### config.mk
export PLATFORM = sky130hd
export DESIGN_NAME = lpar_port
export DESIGN_NICKNAME = d
export VERILOG_FILES = /design/src/rtl/lpar_pkg.sv /design/src/rtl/lpar_ctl_dec.sv /design/src/rtl/lpar_lane_tree.sv /design/src/rtl/lpar_word_trees.sv /design/src/rtl/lpar_mbox_reg.sv /design/src/rtl/lpar_out_stage.sv /design/src/rtl/lpar_port.sv
export SDC_FILE = /design/constraint.sdc
export NUM_CORES = 1
export LEC_CHECK = 0
export ABC_CLOCK_PERIOD_IN_PS = 2600
export BUFFER_PORTS_ARGS = -buffer_cell sky130_fd_sc_hd__buf_2
export CAP_MARGIN = 25
export CORE_ASPECT_RATIO = 1.1
export CORE_MARGIN = 2
export CORE_UTILIZATION = 53
export CTS_BUF_LIST = sky130_fd_sc_hd__clkbuf_4 sky130_fd_sc_hd__clkbuf_8
export CTS_CLUSTER_SIZE = 24
export DETAILED_ROUTE_END_ITERATION = 8
export PLACE_DENSITY_LB_ADDON = 0.08
export SETUP_SLACK_MARGIN = 0.2
export SYNTH_ARGS = -nofsm -noshare
export SYNTH_HDL_FRONTEND = slang
export SYNTH_SLANG_ARGS = --single-unit
### constraint.sdc
create_clock -name clk -period 2.6 [get_ports clk]
set_clock_uncertainty 0.1 [all_clocks]
set_input_delay 0.39 -clock clk [delete_from_list [all_inputs] [get_ports clk]]
set_output_delay 0.39 -clock clk [all_outputs]
set_load 0.005 [all_outputs]
### src/rtl/lpar_pkg.sv
package lpar_pkg;

    // Which source the output register takes on this edge
    typedef enum logic [1:0] {
        SRC_HOLD = 2'd0,
        SRC_FIFO = 2'd1,
        SRC_MBOX = 2'd2
    } load_src_e;

    // Decoded port control for one cycle
    typedef struct packed {
        logic      rd;        // port selected, enabled, reading
        logic      mbox_gen;  // shared trees generate for the mailbox
        logic      chk_en;    // shared trees check the input bus
        logic      pgen;      // substitute parity on this load
        load_src_e src;
    } port_ctl_t;

    // Parity position value that gives the requested sense over a lane
    function automatic logic gen_bit(input logic data_xor, input logic odd);
        return data_xor ^ odd;
    endfunction

    // Error when the nine-bit reduction disagrees with the requested sense
    function automatic logic lane_bad(input logic lane_xor, input logic odd);
        return lane_xor ^ odd;
    endfunction

endpackage

### src/rtl/lpar_ctl_dec.sv
module lpar_ctl_dec
    import lpar_pkg::*;
(
    input  logic      csel_n,
    input  logic      wr_rdn,
    input  logic      en,
    input  logic      mbox_sel,
    input  logic      fifo_avail,
    input  logic      pgen,
    output port_ctl_t ctl
);
    logic rd;

    assign rd = !csel_n && !wr_rdn && en;

    always_comb begin
        ctl          = '0;
        ctl.rd       = rd;
        ctl.pgen     = pgen;
        ctl.mbox_gen = rd && mbox_sel && pgen;
        ctl.chk_en   = !(rd && mbox_sel && pgen);
        if (rd && mbox_sel) begin
            ctl.src = SRC_MBOX;
        end else if (rd && fifo_avail) begin
            ctl.src = SRC_FIFO;
        end else begin
            ctl.src = SRC_HOLD;
        end
    end
endmodule

### src/rtl/lpar_lane_tree.sv
module lpar_lane_tree
    import lpar_pkg::*;
#(
    parameter int unsigned DATA_BITS = 8,
    localparam int unsigned LANE_W   = DATA_BITS + 1
) (
    input  logic [LANE_W-1:0] lane_in,
    input  logic              odd,
    output logic [LANE_W-1:0] lane_gen,
    output logic              lane_err
);
    logic data_x;

    // The eight-bit reduction is shared by generation and checking
    assign data_x   = ^lane_in[DATA_BITS-1:0];
    assign lane_gen = {gen_bit(data_x, odd), lane_in[DATA_BITS-1:0]};
    assign lane_err = lane_bad(data_x ^ lane_in[DATA_BITS], odd);
endmodule

### src/rtl/lpar_word_trees.sv
module lpar_word_trees #(
    parameter int unsigned LANES     = 4,
    parameter int unsigned DATA_BITS = 8,
    localparam int unsigned LANE_W   = DATA_BITS + 1,
    localparam int unsigned WORD_W   = LANES * LANE_W
) (
    input  logic [WORD_W-1:0] word_in,
    input  logic              odd,
    output logic [WORD_W-1:0] word_gen,
    output logic [LANES-1:0]  lane_err
);
    for (genvar k = 0; k < LANES; k++) begin : g_lane
        lpar_lane_tree #(.DATA_BITS(DATA_BITS)) u_tree (
            .lane_in (word_in[k*LANE_W +: LANE_W]),
            .odd     (odd),
            .lane_gen(word_gen[k*LANE_W +: LANE_W]),
            .lane_err(lane_err[k])
        );
    end
endmodule

### src/rtl/lpar_mbox_reg.sv
module lpar_mbox_reg #(
    parameter int unsigned WORD_W = 36
) (
    input  logic              clk,
    input  logic              rst,
    input  logic              wr,
    input  logic [WORD_W-1:0] wdata,
    output logic [WORD_W-1:0] q
);
    always_ff @(posedge clk) begin
        if (rst) begin
            q <= '0;
        end else if (wr) begin
            q <= wdata;
        end
    end
endmodule

### src/rtl/lpar_out_stage.sv
module lpar_out_stage
    import lpar_pkg::*;
#(
    parameter int unsigned LANES  = 4,
    parameter int unsigned WORD_W = 36
) (
    input  logic              clk,
    input  logic              rst,
    input  port_ctl_t         ctl,
    input  logic [WORD_W-1:0] fifo_raw,
    input  logic [WORD_W-1:0] fifo_gen,
    input  logic [WORD_W-1:0] mbox_raw,
    input  logic [WORD_W-1:0] mbox_gen,
    input  logic [LANES-1:0]  chk_err,
    output logic [WORD_W-1:0] dout,
    output logic [LANES-1:0]  perr
);
    logic [WORD_W-1:0] next_word;

    always_comb begin
        unique case (ctl.src)
            SRC_FIFO: next_word = ctl.pgen ? fifo_gen : fifo_raw;
            SRC_MBOX: next_word = ctl.pgen ? mbox_gen : mbox_raw;
            default:  next_word = dout;
        endcase
    end

    always_ff @(posedge clk) begin
        if (rst) begin
            dout <= '0;
            perr <= '0;
        end else begin
            dout <= next_word;
            if (ctl.chk_en) begin
                perr <= chk_err;
            end
        end
    end
endmodule

### src/rtl/lpar_port.sv
module lpar_port
    import lpar_pkg::*;
#(
    parameter int unsigned LANES     = 4,
    parameter int unsigned DATA_BITS = 8,
    localparam int unsigned LANE_W   = DATA_BITS + 1,
    localparam int unsigned WORD_W   = LANES * LANE_W
) (
    input  logic              clk,
    input  logic              rst,
    input  logic              csel_n,
    input  logic              wr_rdn,
    input  logic              en,
    input  logic              mbox_sel,
    input  logic              pgen,
    input  logic              odd_sel,
    input  logic              fifo_avail,
    input  logic [WORD_W-1:0] mem_word,
    input  logic              mbox_wr,
    input  logic [WORD_W-1:0] mbox_wdata,
    input  logic [WORD_W-1:0] bus_in,
    output logic [WORD_W-1:0] dout,
    output logic [LANES-1:0]  perr
);
    port_ctl_t         ctl;
    logic [WORD_W-1:0] mbox_q;
    logic [WORD_W-1:0] fifo_gen;
    logic [LANES-1:0]  fifo_err_unused;
    logic [WORD_W-1:0] shared_in;
    logic [WORD_W-1:0] shared_gen;
    logic [LANES-1:0]  shared_err;

    lpar_ctl_dec u_dec (
        .csel_n    (csel_n),
        .wr_rdn    (wr_rdn),
        .en        (en),
        .mbox_sel  (mbox_sel),
        .fifo_avail(fifo_avail),
        .pgen      (pgen),
        .ctl       (ctl)
    );

    lpar_mbox_reg #(.WORD_W(WORD_W)) u_mbox (
        .clk  (clk),
        .rst  (rst),
        .wr   (mbox_wr),
        .wdata(mbox_wdata),
        .q    (mbox_q)
    );

    // Trees on the memory read path, ahead of the output register
    lpar_word_trees #(.LANES(LANES), .DATA_BITS(DATA_BITS)) u_fifo_trees (
        .word_in (mem_word),
        .odd     (odd_sel),
        .word_gen(fifo_gen),
        .lane_err(fifo_err_unused)
    );

    // Bus check trees, borrowed for mailbox generation
    assign shared_in = ctl.mbox_gen ? mbox_q : bus_in;

    lpar_word_trees #(.LANES(LANES), .DATA_BITS(DATA_BITS)) u_shared_trees (
        .word_in (shared_in),
        .odd     (odd_sel),
        .word_gen(shared_gen),
        .lane_err(shared_err)
    );

    lpar_out_stage #(.LANES(LANES), .WORD_W(WORD_W)) u_out (
        .clk     (clk),
        .rst     (rst),
        .ctl     (ctl),
        .fifo_raw(mem_word),
        .fifo_gen(fifo_gen),
        .mbox_raw(mbox_q),
        .mbox_gen(shared_gen),
        .chk_err (shared_err),
        .dout    (dout),
        .perr    (perr)
    );
endmodule

# Word level (Yosys, flattened, before mapping)
# Cells that the tools add are included.
totals:
  input_bits: 118
  reg_bits: 76
  elab_cells: 43
  output_inout_bits: 40
classes:
  reduce_logical: 16
  n_bitwise: 16
  n_eq_ne: 2
  muxes: 6
op_table:
  columns: ["operator", "n"]
  rows:
  - ["2-to-1 mux 36 bit", 3]
  - ["case mux 36 bit (2 select lines)", 1]
  - ["XOR reduction 8 bit", 8]
  - ["XOR 1 bit", 16]
  - ["logical AND 1 bit", 5]
  - ["equality test 2 x 1 -> 1 bit, second input constant", 1]
  - ["equality test 2 bit, second input constant", 1]
  - ["logical NOT 1 bit", 2]
  - ["2-to-1 mux 2 bit", 1]
  - ["nonzero test 2 bit", 1]
  - ["2-to-1 mux 1 bit", 1]

# Longest topological paths before layout
# Gate-level depths: netlist of run 1.
depth:
  word_depth: 10
  depth_mapped: 6
  mapped_depth_nobuf: 5

# Modules after synthesis
# From an unflattened synthesis of run 1, not the netlist that was laid out.
hier_totals:
  cells_unflattened: 512
  area_unflattened_um2: 5819.3
by_module_without_submodules:
  columns: ["module", "area_per_inst_um2", "seq_area_each_um2", "cells_each", "n_inst"]
  rows:
  - ["lpar_out_stage", 2541.2, 800.8, 221, 1]
  - ["lpar_lane_tree", 165.2, 0.0, 16, 8]
  - ["lpar_mbox_reg", 1306.3, 720.7, 116, 1]
  - ["lpar_port", 589.3, 0.0, 40, 1]
  - ["lpar_ctl_dec", 61.3, 0.0, 7, 1]

# Worst setup path after synthesis of run 1
# OpenSTA, ideal clock, no wires.
synth_path:
  path_type: "input -> register"
  startpoint: "input en"
  endpoint: "register u_out.dout[10]"
  arrival_time_ps: 1362
  setup_ps: 128
  n_path_buf: 2
  path_slack_ps: 1010
  required_ps: 2372
  path_stages: 6
  cell_sequence: "nor3b_2 and2_1 buf_2 buf_2 a222oi_1 nor2_1"
synth_between:
  elab_chain_cells: 6
  elab_cells_between_ends: 12
  classes_between: "eq/ne (2); mux (5); reduce/logical (5)"
synth_rtl:
  columns: ["item", "line", "rtl"]
  rows:
  - ["from (decl)", "lpar_port.sv:13", "input logic en,"]
  - ["logical AND 1 bit (*)", "lpar_ctl_dec.sv:14", "assign rd = !csel_n && !wr_rdn && en;"]
  - ["logical AND 1 bit (on tied branches)", "lpar_ctl_dec.sv:24, lpar_ctl_dec.sv:20, lpar_ctl_dec.sv:22", null]
  - ["2-to-1 mux 1 bit / logical AND 1 bit (equally long branches)", "lpar_ctl_dec.sv:24, lpar_ctl_dec.sv:20", null]
  - ["2-to-1 mux 2 bit / 2-to-1 mux 36 bit (equally long branches)", "lpar_ctl_dec.sv:22, lpar_port.sv:60", null]
  - ["equality test 2 bit, or another cell as far along", "lpar_out_stage.sv:21", "unique case (ctl.src)"]
  - ["case mux 36 bit (2 select lines) / nonzero test 2 bit (equally long branches)", null, null]
  - ["to (signal assigned)", "lpar_out_stage.sv:33", "dout <= next_word;"]
  - ["to (decl)", "lpar_out_stage.sv:15", "output logic [WORD_W-1:0] dout,"]
# Every way passes the cells marked *; elsewhere a longest branch is shown, timed or not.
# A chain may end at the register's enable or synchronous reset.

# Worst setup path in the final report of run 1
layout_path:
  startpoint: "input wr_rdn"
  endpoint: "register u_out.dout[29]"
layout_between:
  elab_chain_cells: 8
  elab_cells_between_ends: 14
  classes_between: "eq/ne (2); mux (5); reduce/logical (7)"
layout_rtl:
  columns: ["item", "line", "rtl"]
  rows:
  - ["from (decl)", "lpar_port.sv:12", "input logic wr_rdn,"]
  - ["logical NOT 1 bit (*)", "lpar_ctl_dec.sv:14", null]
  - ["logical AND 1 bit (*) (2 in a row)", "lpar_ctl_dec.sv:14", null]
  - ["logical AND 1 bit (on tied branches)", "lpar_ctl_dec.sv:24, lpar_ctl_dec.sv:20, lpar_ctl_dec.sv:22", null]
  - ["2-to-1 mux 1 bit / logical AND 1 bit (equally long branches)", "lpar_ctl_dec.sv:24, lpar_ctl_dec.sv:20", null]
  - ["2-to-1 mux 2 bit / 2-to-1 mux 36 bit (equally long branches)", "lpar_ctl_dec.sv:22, lpar_port.sv:60", null]
  - ["equality test 2 bit, or another cell as far along", "lpar_out_stage.sv:21", null]
  - ["case mux 36 bit (2 select lines) / nonzero test 2 bit (equally long branches)", null, null]
# Marks and branches as above.

==> metrics.cfg, run 1 <==
[sta]
slew_violations=0
slew_headroom_pct=55.38
tns_ns=0
setup_slack_ns=0.8438
setup_viol=0
final_hold_viol_count=0
rsz0062_at_grt=false
worst_slew_pin_slew_ns=0.6693
min_period_ns=1.756
fmax_ghz=0.5694
final.period_utilization_pct=67.55

[power]
total_power_mw=2.791
p_int_mw=2.047
switching_share_pct=26.66
ir_drop_v=0.0003597
clockPowerShare_pct=31.1
power_density_nw_per_um2=583.8
comb_power_share_pct=23.1
power.leakage_nw=2.244
p_sw_uw=744.0
seqPwrFrac_pct=45.8

[clock_network]
root_buffer=clkbuf_8
postCtsHoldBufs=0
cts_tree=built
clock_sinks=76
post_cts_buffers=0
cts_max_path_buffers=2
numCtsBuffers=9
clock_latency_ns=0.35
cts_resized=0
clk_pin_slew_ns=0.08
htree_levels=3

[placed_design]
place_area_um2=4596
dp_hpwl_um=6962
place_congestion=0.7697
port_buffers=157
pre_cts_ws_ns=0.5020

[global_route]
grt_start_max_net_pins=43
antenna_found_initial=0
overflow=0
gr-usage-all-layers_pct=24.77
grt_pass1_wl_um=15160
grt_pass1_vias=3210

[setup_path]
path_class=in -> reg
crit_fanout=19
worstPathArrival_ns=1.88
critPathLaunchType=primary input
cp-end-kind=register
critPathRequiredTime_ns=2.72

[finish]
diodes=0
drive_gt1_share_pct=36.22
nets=633
syn_to_final_growth_pct=27.92
fin_util_pct=69.02
fillers=577
final_area_um2=4781

[synthesis]
synth_top_family_by_area=XOR/XNOR gates
ys.warnings.count=0
ys_ff_latch=76
yosys.area.top_type_share_pct=40.71
synth.mux.area_fraction_pct=10.71
netlist_top_cells_area=dfxtp_1 (41%), xnor2_1 (17%), mux2i_1 (11%)
synth-edff-count=0
syn_area_per_cell_um2=10.30
synth_nets=481
async_flop_share_pct=0
yosys.area_share.simple_pct=9.006
netlist_instances=363
yosysTopAreaCell=dfxtp_1
synth-main-ff-cell=dfxtp_1
synth_fa_ha_area_share_pct=0
synth_compound_area_share_pct=11.45
synth_cell_type_count=23
synth-seq-area-share_pct=40.71
synth-xor-area-share_pct=25.11
netlist_area_um2=3737

[floorplanning]
fp.dieArea_um2=7740
fp.dieW_um=84.07
core-area_um2=6927
core.rowCount=32
start_util_pct=53.96
boundaryPins=158
die_h_um=92.07

[route]
vias=3290
drt-total-wl_um=9362
drt-pass1-iter-count=7
vias_per_cell=5.447
dr.first_iter.drc_count=250
ant_nets=0
route.detailed.drc=0
wl_per_cell_um=15.50

[worst_hold_path]
hp-class=in -> reg

[run]
maxCapViolations=0

[outcome]
status=completed

## per-stage QoR
| stage | instances | hold slack (ns) |
|---|---|---|
| final | 604 | 0.1713 |
| after floorplan | 363 | 0.3596 |
| after global routing | 604 | 0.1619 |
| after CTS | 604 | 0.1625 |
| after detailed placement | 589 | 0.3861 |
| after global placement | 589 | 0.3747 |
## path summary, 6_finish.rpt
path | from | to | slack [ns] | cells after the start
worst max-delay path | wr_rdn | u_out.dout[29]$_SDFFE_PP0P_ | 0.84 | 6
worst max register to register | u_mbox.q[30]$_SDFFE_PP0P_ | u_out.dout[35]$_SDFFE_PP0P_ | 1.04 | 5
worst min-delay path | mbox_wdata[15] | u_mbox.q[15]$_SDFFE_PP0P_ | 0.17 | 3
worst min register to register | u_mbox.q[26]$_SDFFE_PP0P_ | u_mbox.q[26]$_SDFFE_PP0P_ | 0.40 | 2
## cell type report
cell class,count,area [um^2],area share [%]
clock buffer,10,131.4,2.748
clock inverter,5,53.80,1.125
multi-input combinational,263,2110,44.12
sequential,76,1521,31.82
tap,85,106.4,2.225
timing repair buffer,165,858.3,17.95
## placed cells by master (no fill, tap or decap)
cell type / instances
nand3_1: 1
buf_12: 1
buf_2: 157
clkinv_4: 1
nand2_1: 2
o21a_1: 1
and2_1: 1
clkbuf_4: 1
xnor3_1: 8
a211oi_1: 3
dfxtp_1: 76
clkinv_2: 3
xnor2_1: 73
a222oi_1: 32
nand2b_1: 1
a211oi_2: 1
xnor2_2: 3
nor2_2: 1
o21ai_2: 1
bufinv_16: 1
o22ai_1: 4
o221ai_1: 4
buf_4: 7
or2_2: 1
clkbuf_8: 9
nor2_1: 77
nor3b_2: 1
mux2i_1: 40
xor2_1: 8
## synthesized netlist by cell type, drive strengths merged (2+ instances only)
| master | instances |
|---|---|
| nor2 | 78 |
| buf | 13 |
| dfxtp | 76 |
| a211oi | 4 |
| nand2 | 2 |
| xnor3 | 8 |
| clkbuf | 11 |
| xnor2 | 76 |
| a222oi | 32 |
| o221ai | 4 |
| xor2 | 8 |
| o22ai | 4 |
| mux2i | 40 |
## logic make-up after synthesis
group / Yosys count
buffers and inverters: 24
AND/OR/NAND/NOR: 85
flip-flops: 76
AO/OA/AOI/OAI: 46
XOR/XNOR: 92
multiplexers: 40
## power groups by stage
stage | registers [mW] | clock network [mW] | logic [mW]
finish | 1.28 | 0.868 | 0.646
floorplan | 1.30 | 0 | 0.443
global placement | 1.30 | 0 | 0.637
CTS | 1.28 | 0.881 | 0.653
detailed placement | 1.30 | 0 | 0.648
global route | 1.28 | 0.943 | 0.705
## routing by layer
layer / vias up / global-route usage (%) / part of all wire, %
met1: 1550 / 31.20 / 43
met5: - / 0 / 0
met3: 8 / 6.301 / 7.6
met4: 0 / 7.392 / 0.90
li1: 1592 / - / -
met2: 140 / 41.73 / 49
## state kept, by name, summed over array words and instances, names as in the netlist
signal      flops
u_mbox.q       36
u_out.dout     36
u_out.perr      4
## critical path: stages
cell	delay (ns)
buf_2	0.11
nor3b_2	0.32
o21ai_2	0.28
buf_4	0.29
a222oi_1	0.38
nor2_1	0.09
Power figures use the tool's default switching activity.
==> inputs of run 2 (changes only) <==
--- a/config.mk
+++ b/config.mk
@@ -5,12 +5,12 @@
 export SDC_FILE = /design/constraint.sdc
 export NUM_CORES = 1
 export LEC_CHECK = 0
-export ABC_CLOCK_PERIOD_IN_PS = 2600
+export ABC_CLOCK_PERIOD_IN_PS = 1600
 export BUFFER_PORTS_ARGS = -buffer_cell sky130_fd_sc_hd__buf_2
 export CAP_MARGIN = 25
 export CORE_ASPECT_RATIO = 1.1
 export CORE_MARGIN = 2
-export CORE_UTILIZATION = 53
+export CORE_UTILIZATION = 45
 export CTS_BUF_LIST = sky130_fd_sc_hd__clkbuf_4 sky130_fd_sc_hd__clkbuf_8
 export CTS_CLUSTER_SIZE = 24
 export DETAILED_ROUTE_END_ITERATION = 8
==> constraint.sdc (replaced) <==
create_clock -name clk -period 1.6 [get_ports clk]
set_clock_uncertainty 0.1 [all_clocks]
set_input_delay 0.24 -clock clk [delete_from_list [all_inputs] [get_ports clk]]
set_output_delay 0.24 -clock clk [all_outputs]
set_load 0.005 [all_outputs]
==> run 2 against run 1 <==
Combinational power increased by 67%. Wire length up 3.4%. Power increased by 71%. Via count down 1.5%. Worst setup slack worse by 0.75 ns. Hold slack lost 0.15 ns. Design area rose by 5.4%. Sequential power up 62%. Sequential share of layout area fell by 1.2 points. Flip-flop and latch count unchanged. First-iteration DRC count fell by 10%. Critical endpoint is now u_out.dout[8]$_SDFFE_PP0P_.
==> metrics.cfg, run 2 (synthesis results as in run 1) <==
[global_route]
antenna_found_initial=0  ; unchanged
grt_pass1_vias=3303  ; +2.9%
overflow=0  ; unchanged
grt_pass1_wl_um=15730  ; +3.8%
grt_start_max_net_pins=37  ; -14%
gr-usage-all-layers_pct=21.72  ; -3.0 points

[power]
total_power_mw=4.784  ; +71%
power.leakage_nw=2.332  ; +3.9%
p_int_mw=3.529  ; +72%
switching_share_pct=26.23  ; -0.42 points
ir_drop_v=0.0003820  ; +6.2%
seqPwrFrac_pct=43.4  ; -2.4 points
power_density_nw_per_um2=949.4  ; +63%
p_sw_mw=1.255  ; +69%
clockPowerShare_pct=34.0  ; +2.9 points
comb_power_share_pct=22.6  ; -0.5 points

[route]
dr.first_iter.drc_count=224  ; -10%
drt-pass1-iter-count=9  ; +2
route.detailed.drc=0  ; unchanged
vias=3241  ; -1.5%
vias_per_cell=5.104  ; -6.3%
drt-total-wl_um=9679  ; +3.4%
ant_nets=0  ; unchanged
wl_per_cell_um=15.24  ; -1.7%

[finish]
layout_commonest_cell=buf_2
fin_util_pct=63.00  ; -6.0 points
nets=640  ; +1.1%
final_area_um2=5039  ; +5.4%
layout_common_cells=buf_2 (157), nor2_1 (77), xnor2_1 (69), dfxtp_1 (63), mux2i_1 (40)
drive_gt1_share_pct=40.80  ; +4.6 points
biggestRegsByFlops=u_mbox.q x36, u_out.dout x36, u_out.perr x4
diodes=0  ; unchanged
syn_to_final_growth_pct=34.82
instances_no_fill=635  ; +5.1%

[placed_design]
place_congestion=0.7604  ; -1.2%
dp_hpwl_um=6933  ; -0.40%
pre_cts_ws_ns=-0.2774  ; -0.7794 ns
port_buffers=157  ; unchanged
placedCellCount=615  ; +4.4%
place_area_um2=4717  ; +2.6%

[outcome]
status=completed

[sta]
setup_slack_ns=0.09612  ; -0.7477 ns
hold_slack_ns=0.02507  ; -0.1462 ns
slew_headroom_pct=75.73  ; +20 points
final.period_utilization_pct=93.99
fmax_ghz=0.6649
tns_ns=0  ; unchanged
setup_viol=0  ; unchanged
final_hold_viol_count=0  ; unchanged
min_period_ns=1.504
rsz0062_at_grt=true
worst_slew_pin_slew_ns=0.3640  ; -0.3053 ns
slew_violations=0  ; unchanged

[clock_network]
root_buffer=clkbuf_8
numCtsBuffers=9  ; unchanged
postCtsHoldBufs=0  ; unchanged
cts_tree=built
htree_levels=3  ; unchanged
clk_pin_slew_ns=0.09  ; about the same
clock_sinks=76  ; unchanged
clock_latency_ns=0.35  ; about the same
cts_max_path_buffers=2  ; unchanged

[setup_path]
cp.buffers_inverters=0  ; -2
critPathLaunchType=register
slowest_delay_ns=0.44  ; +0.06 ns
cp-end-kind=register
crit_family=XOR/XNOR gates
crit_fanout=3  ; -16
path_class=reg -> reg
crit_path_cell_trace=xnor2_2, xnor3_1, xnor2_1, mux2i_1, o22ai_1
critPathRequiredTime_ns=1.72  ; -1.00 ns
slowest_stage=xnor3_1
worstPathArrival_ns=1.63  ; -0.25 ns

[floorplanning]
die_h_um=99.58  ; +8.2%
boundaryPins=158  ; unchanged
start_util_pct=46.73  ; -7.2 points
fp.dieArea_um2=9051  ; +17%
fp.dieW_um=90.89  ; +8.1%
core-area_um2=7998  ; +15%
core.rowCount=34  ; +6.3%

[run]
maxCapViolations=0  ; unchanged

[worst_hold_path]
hp-class=in -> reg

[run 2: cell types whose count changed in the layout (fill, tap and decap cells not counted), moves of 2 or more]
cell,delta
dfxtp_4,+2
buf_12,+6
clkinvlp_4,+2
xnor2_1,-4
xnor2_2,+4
dfxtp_1,-13
dfxtp_2,+11
clkinv_2,-2
[run 2: path summary, 6_finish.rpt]
kind                                               start                         end  slack [ns]  cells after the start
worst max-delay path            u_mbox.q[3]$_SDFFE_PP0P_  u_out.dout[8]$_SDFFE_PP0P_         0.1                      5
worst max register to register  u_mbox.q[3]$_SDFFE_PP0P_  u_out.dout[8]$_SDFFE_PP0P_         0.1                      5
worst min-delay path                      mbox_wdata[10]   u_mbox.q[10]$_SDFFE_PP0P_        0.03                      3
worst min register to register  u_mbox.q[8]$_SDFFE_PP0P_    u_mbox.q[8]$_SDFFE_PP0P_        0.40                      2
[run 2: cell type report]
class	count	area, um^2
well taps	108	135.1
flip-flops and latches	76	1543
clock buffers	10	131.4
fillers	735	2959
repair buffers	172	985.9
clock inverters	6	88.84
multi-input cells	263	2155
[run 2: worst reg2reg max path, cell delays in order, from the launching register on]
cell and delay [ns]:
dfxtp_4 0.37, xnor2_2 0.14, xnor3_1 0.44, xnor2_1 0.14, mux2i_1 0.13, o22ai_1 0.08
[run 2: routing by layer]
metal | routed length (um) | track usage (%) | vias up
met2 | 4823 | 38.98 | 136
li1 | - | - | 1604
met3 | 782 | 5.909 | 6
met4 | 81 | 6.410 | 0
met1 | 3993 | 25.45 | 1495
met5 | 0 | 0 | -
[run 2: power groups by stage]
| stage | Clock [mW] | Combinational [mW] | Sequential (mW) |
|---|---|---|---|
| 4_1_cts | 1.67 | 1.09 | 2.08 |
| 3_5_place_dp | 0 | 1.07 | 2.12 |
| 6_report | 1.62 | 1.08 | 2.08 |
| 5_1_grt | 1.75 | 1.19 | 2.09 |
| 2_1_floorplan | 0 | 0.722 | 2.11 |
| 3_3_place_gp | 0 | 1.05 | 2.12 |
[run 2: timing repair]
item	in CTS	in global routing
resized for setup	9	8
buffers inserted	3	1
setup endpoints to repair	33	35
pin swaps	6	3
